===== src/rtl/ssr_pkg.sv =====
package ssr_pkg;
   // synchronised comparator status
   typedef struct packed {
      logic over_hi;
      logic under_lo;
   } ssr_cmp_t;

   localparam int SSR_CMP_W = $bits(ssr_cmp_t);
endpackage


===== src/rtl/ssr_sync.sv =====
module ssr_sync #(
   parameter int WIDTH  = 2,
   parameter int STAGES = 2
) (
   input  logic             clk,
   input  logic             rst_n,
   input  logic [WIDTH-1:0] d,
   output logic [WIDTH-1:0] q
);
   generate
      if (STAGES < 2) begin : g_bad_stages
         $error("ssr_sync: STAGES must be at least 2");
      end
      if (WIDTH < 1) begin : g_bad_width
         $error("ssr_sync: WIDTH must be at least 1");
      end
   endgenerate

   genvar b;
   generate
      for (b = 0; b < WIDTH; b++) begin : g_bit
         logic [STAGES-1:0] chain;
         always_ff @(posedge clk or negedge rst_n) begin
            if (!rst_n) chain <= '0;
            else        chain <= {chain[STAGES-2:0], d[b]};
         end
         assign q[b] = chain[STAGES-1];
      end
   endgenerate
endmodule


===== src/rtl/ssr_arm.sv =====
module ssr_arm
   import ssr_pkg::*;
(
   input  logic     clk,
   input  logic     rst_n,
   input  ssr_cmp_t cmp,
   output logic     armed,
   output logic     emerg
);
   // hysteresis latch: low flag clears, high flag sets, band holds
   always_ff @(posedge clk or negedge rst_n) begin
      if (!rst_n) begin
         armed <= 1'b0;
         emerg <= 1'b0;
      end else begin
         emerg <= cmp.under_lo & armed;
         if (cmp.under_lo)     armed <= 1'b0;
         else if (cmp.over_hi) armed <= 1'b1;
      end
   end


   emerg_single_chk: assert property (@(posedge clk) disable iff (!rst_n)
      emerg |=> !emerg);


   emerg_disarm_chk: assert property (@(posedge clk) disable iff (!rst_n)
      emerg |-> !armed);
endmodule


===== src/rtl/ssr_delay.sv =====
module ssr_delay #(
   parameter int DELAY_TICKS = 16
) (
   input  logic clk,
   input  logic rst_n,
   input  logic armed,
   input  logic discharge,
   input  logic tick,
   output logic ready
);
   localparam int CNT_W = $clog2(DELAY_TICKS + 1);
   localparam logic [CNT_W-1:0] TERM = CNT_W'(DELAY_TICKS);

   generate
      if (DELAY_TICKS < 1) begin : g_bad_delay
         $error("ssr_delay: DELAY_TICKS must be at least 1");
      end
   endgenerate

   logic [CNT_W-1:0] cnt;

   always_ff @(posedge clk or negedge rst_n) begin
      if (!rst_n)                   cnt <= '0;
      else if (discharge || !armed) cnt <= '0;
      else if (tick && cnt != TERM) cnt <= cnt + 1'b1;
   end

   assign ready = (cnt == TERM);


   cnt_sat_chk: assert property (@(posedge clk) disable iff (!rst_n)
      cnt <= TERM);


   cnt_hold_chk: assert property (@(posedge clk) disable iff (!rst_n)
      (armed && !discharge && !tick) |=> $stable(cnt));


   discharge_chk: assert property (@(posedge clk) disable iff (!rst_n)
      discharge |=> !ready);
endmodule


===== src/rtl/supply_guard.sv =====
module supply_guard
   import ssr_pkg::*;
#(
   parameter int SYNC_STAGES = 2,
   parameter int DELAY_TICKS = 16
) (
   input  logic clk,
   input  logic rst_n,
   input  logic tick,
   input  logic sup_over_hi,
   input  logic sup_under_lo,
   output logic alarm_hi,
   output logic alarm_lo_n,
   output logic seq_hold,
   output logic emerg_deact
);
   ssr_cmp_t cmp_raw;
   ssr_cmp_t cmp_s;
   logic     armed;
   logic     ready;

   assign cmp_raw.over_hi  = sup_over_hi;
   assign cmp_raw.under_lo = sup_under_lo;

   ssr_sync #(.WIDTH(SSR_CMP_W), .STAGES(SYNC_STAGES)) sync_i (
      .clk   (clk),
      .rst_n (rst_n),
      .d     (cmp_raw),
      .q     (cmp_s)
   );

   ssr_arm arm_i (
      .clk   (clk),
      .rst_n (rst_n),
      .cmp   (cmp_s),
      .armed (armed),
      .emerg (emerg_deact)
   );

   ssr_delay #(.DELAY_TICKS(DELAY_TICKS)) delay_i (
      .clk       (clk),
      .rst_n     (rst_n),
      .armed     (armed),
      .discharge (cmp_s.under_lo),
      .tick      (tick),
      .ready     (ready)
   );

   assign alarm_hi   = ~ready;
   assign alarm_lo_n = ready;
   assign seq_hold   = ~ready;


   prio_chk: assert property (@(posedge clk) disable iff (!rst_n)
      cmp_s.under_lo |=> alarm_hi);


   band_hold_chk: assert property (@(posedge clk) disable iff (!rst_n)
      (!alarm_hi && !cmp_s.under_lo) |=> !alarm_hi);


   unarmed_alarm_chk: assert property (@(posedge clk) disable iff (!rst_n)
      !armed |-> alarm_hi);
endmodule


===== config.mk =====
export PLATFORM = sky130hd
export DESIGN_NAME = supply_guard
export DESIGN_NICKNAME = d
export VERILOG_FILES = /design/src/rtl/ssr_pkg.sv /design/src/rtl/ssr_sync.sv /design/src/rtl/ssr_arm.sv /design/src/rtl/ssr_delay.sv /design/src/rtl/supply_guard.sv
export SDC_FILE = /design/constraint.sdc
export NUM_CORES = 1
export LEC_CHECK = 0
export ABC_AREA = 0
export BUFFER_PORTS_ARGS = -buffer_cell sky130_fd_sc_hd__buf_2
export CELL_PAD_IN_SITES_DETAIL_PLACEMENT = 2
export CELL_PAD_IN_SITES_GLOBAL_PLACEMENT = 2
export CORE_MARGIN = 1
export CORE_UTILIZATION = 32
export DETAILED_ROUTE_END_ITERATION = 10
export GPL_TIMING_DRIVEN = 0
export PLACE_DENSITY = 0.72
export SLEW_MARGIN = 20
export SYNTH_ARGS = -nofsm -noshare
export SYNTH_HDL_FRONTEND = slang
export SYNTH_SLANG_ARGS = --single-unit

===== constraint.sdc =====
create_clock -name clk -period 1.6 [get_ports clk]
set_input_delay 0.32 -clock clk [delete_from_list [all_inputs] [get_ports clk]]
set_output_delay 0.32 -clock clk [all_outputs]
set_load 0.05 [all_outputs]

==> results.json <==
{
  "hold_path_class": "in2reg",
  "synthTopCellsByArea": "dfrtp_1, nand4bb_4, ha_1, xor2_1, nor2_1",
  "synth-seq-area-share_pct": 59.8,
  "die_w_um": 39.9,
  "fin_crit_sh_pct": 104,
  "core_area_mm2": 0.00132,
  "via_count": 346,
  "cts_tree": "done",
  "status": "finished, violations left",
  "synth_xor_area_share_pct": 3.80,
  "crit_path_max_incr_delay_ps": 400,
  "path_clk_slew_ps": 70,
  "yosys_warnings": 0,
  "hold_ws_ps": 156,
  "cpMaxStageDelayCell": "dfrtp_1",
  "synth_largest_type_area_fraction_pct": 59.8,
  "synth_compound_area_share_pct": 6.25,
  "antenna_found_initial": 0,
  "ant_nets": 0,
  "synth_cell_types": 17,
  "setup-violations-final": 3,
  "num_rows": 13,
  "drive_gt1_share_pct": 40.4,
  "grt_pass1_vias": 385,
  "crit_path_end_kind": "output port",
  "register_area_um2": 275,
  "avgSynthCellArea_um2": 11.8,
  "clock_sinks": 11,
  "syn_to_final_growth_pct": 36.7,
  "synthAdderAreaFrac_pct": 5.43,
  "p_leak_uw": 0.000292,
  "place_congestion": 0.733,
  "drtIter0Drc": 3,
  "vias_per_cell": 4.81,
  "die_area_mm2": 0.00159,
  "cts_buffers": 3,
  "finClkSkew_ps": 9.02,
  "drt-total-wl_um": 1140,
  "pre_cts_ws_ps": 48.1,
  "path_cells": "inv_2, ha_4, nand4bb_4, buf_6, buf_8",
  "fin_crit_ps": 1660,
  "dr.pass1.iters": 2,
  "ctsLongestPathBuffers": 2,
  "total_power_uw": 522,
  "rsz0062_at_grt": "yes",
  "grt_max_degree": 12,
  "cts_root_buffer": "clkbuf_4",
  "synthMuxAreaShare_pct": 0,
  "pwr_density_cell_mw_per_mm2": 829,
  "drc": 0,
  "maxSlewViolCount": 0,
  "critical_path_arrival_ps": 1340,
  "fill_cells": 140,
  "grt_overflow_total": 0,
  "ioPinCount": 9,
  "placed_cells": 62,
  "critPathRequiredTime_ps": 1280,
  "portBuffers": 8,
  "nets": 65,
  "syn_area_um2": 460,
  "diodes": 0,
  "worstPathMaxFanout": 4,
  "drv_cap": 0,
  "synthSimpleGateAreaFrac_pct": 19.8,
  "track_usage_pct": 19.0,
  "vdd_drop_max_mv": 0.420,
  "hold_viol": 0,
  "violations": "setup timing",
  "place_hpwl_um": 743,
  "final.setup.worst_slack_ps": -62.3,
  "fmax_mhz": 602,
  "ys_seq_elements": 11,
  "syn-instance-count": 39,
  "crit_type": "reg2out",
  "die_h_um": 39.9,
  "htreeDepth": 1,
  "synth_area_leader_cell": "dfrtp_1",
  "grt_pass1_wl_um": 1790,
  "final_cell_area_um2": 629,
  "start_util_pct": 34.9,
  "clk_latency_ps": 270,
  "stdcell_count": 72,
  "start_kind": "flip-flop",
  "syn_nets": 46,
  "tightest_slew_ps": 252,
  "wl_per_cell_um": 15.8,
  "worst_slew_margin_rel_pct": 83.2,
  "multi_input_area_um2": 175,
  "dpl_cell_area_um2": 519,
  "synth_top_family_by_area": "simple AND/OR/NAND/NOR gates"
}
timing repair:
action / CTS / global route
resized for setup: 10 / 1
hold buffers: 1 / 0
pin swaps: 1 / 0
endpoints found under the setup margin: 3 / 3
hold endpoints to repair: 11 / 0
setup buffers: 3 / 2
flip-flops by register name (all words and copies together), names as in the netlist:
signal,count
delay_i.cnt,5
sync_i.g_bit.chain,4
arm_i.armed,1
arm_i.emerg,1
worst max-delay path: cells and delay by family (launching register included):
family                   cells  cell delay (ps)
AND/OR/NAND/NOR              1              150
adder cells (fa/ha/maj)      1              140
buffers and inverters        3              380
flip-flops                   1              400
worst paths after layout:
path / cells past startpoint / end / from / slack, ps
worst max-delay path: 5 / seq_hold / delay_i.cnt[0] / -60
worst max register to register: 6 / delay_i.cnt[2] / delay_i.cnt[0] / 170
worst min register to register: 0 / sync_i.g_bit[0].chain[1] / sync_i.g_bit[0].chain[0] / 350
min in group asynchronous: 2 / delay_i.cnt[4] / rst_n / 440
max in group asynchronous: 2 / sync_i.g_bit[0].chain[1] / rst_n / 940
worst min-delay path: 1 / sync_i.g_bit[0].chain[0] / sup_under_lo / 160
cell usage in the layout (no fill, tap or decap), drive strengths merged:
cell / instances
a21oi: 3
and2: 1
buf: 14
clkbuf: 4
dfrtp: 11
dlygate4sd3: 1
ha: 2
inv: 4
nand2: 2
nand2b: 1
nand3: 2
nand4: 2
nand4bb: 1
nor2: 4
o21ai: 2
or3: 1
xor2: 2
stage by stage:
step	setup TNS (ps)	utilization, %
after floorplan	0	-
after detailed placement	0	39.4
after global placement	0	39.4
final	-127	47.8
after CTS	-122	46.3
after global routing	-291	47.8
cell type report:
class	count	share of cell area [%]
buffer	1	1.79
timing repair buffer	14	17.1
inverter	4	2.39
tap	15	2.98
sequential	11	43.7
clock buffer	4	4.17
multi-input combinational	23	27.8
power breakdown:
group / switching, uW / leakage [uW] / internal, uW / total [uW]
Sequential: 4.80 / 0.000142 / 287 / 292
Clock: 94.0 / 0.0000150 / 96.6 / 191
Combinational: 24.0 / 0.000135 / 15.4 / 39.3
Total: 123 / 0.000292 / 399 / 522
metal layers:
layer / GRT usage [%] / routed length, um / up-vias
met5: 0 / 0 / -
met3: 6.67 / 40 / 4
met4: 10.3 / 25 / 0
li1: - / - / 163
met2: 32.3 / 625 / 7
met1: 20.4 / 446 / 172
cell families (layout without fill, tap and decap cells):
group                    Yosys count  count (layout)
AND/OR/NAND/NOR                   14              14
adder cells (fa/ha/maj)            2               2
AO/OA/AOI/OAI                      5               5
flip-flops                        11              11
XOR/XNOR                           2               2
buffers and inverters              5              23
synthesized netlist by cell type:
library cell	n
a21oi_1	2
nand2_1	2
or3_1	1
inv_1	3
inv_2	1
xor2_1	2
a21oi_2	1
ha_1	2
nand4_1	2
o21ai_0	2
nand2b_1	1
and2_1	1
buf_4	1
dfrtp_1	11
nor2_1	4
nand4bb_4	1
nand3_1	2
Note: power is estimated with default switching activity, not from simulation.
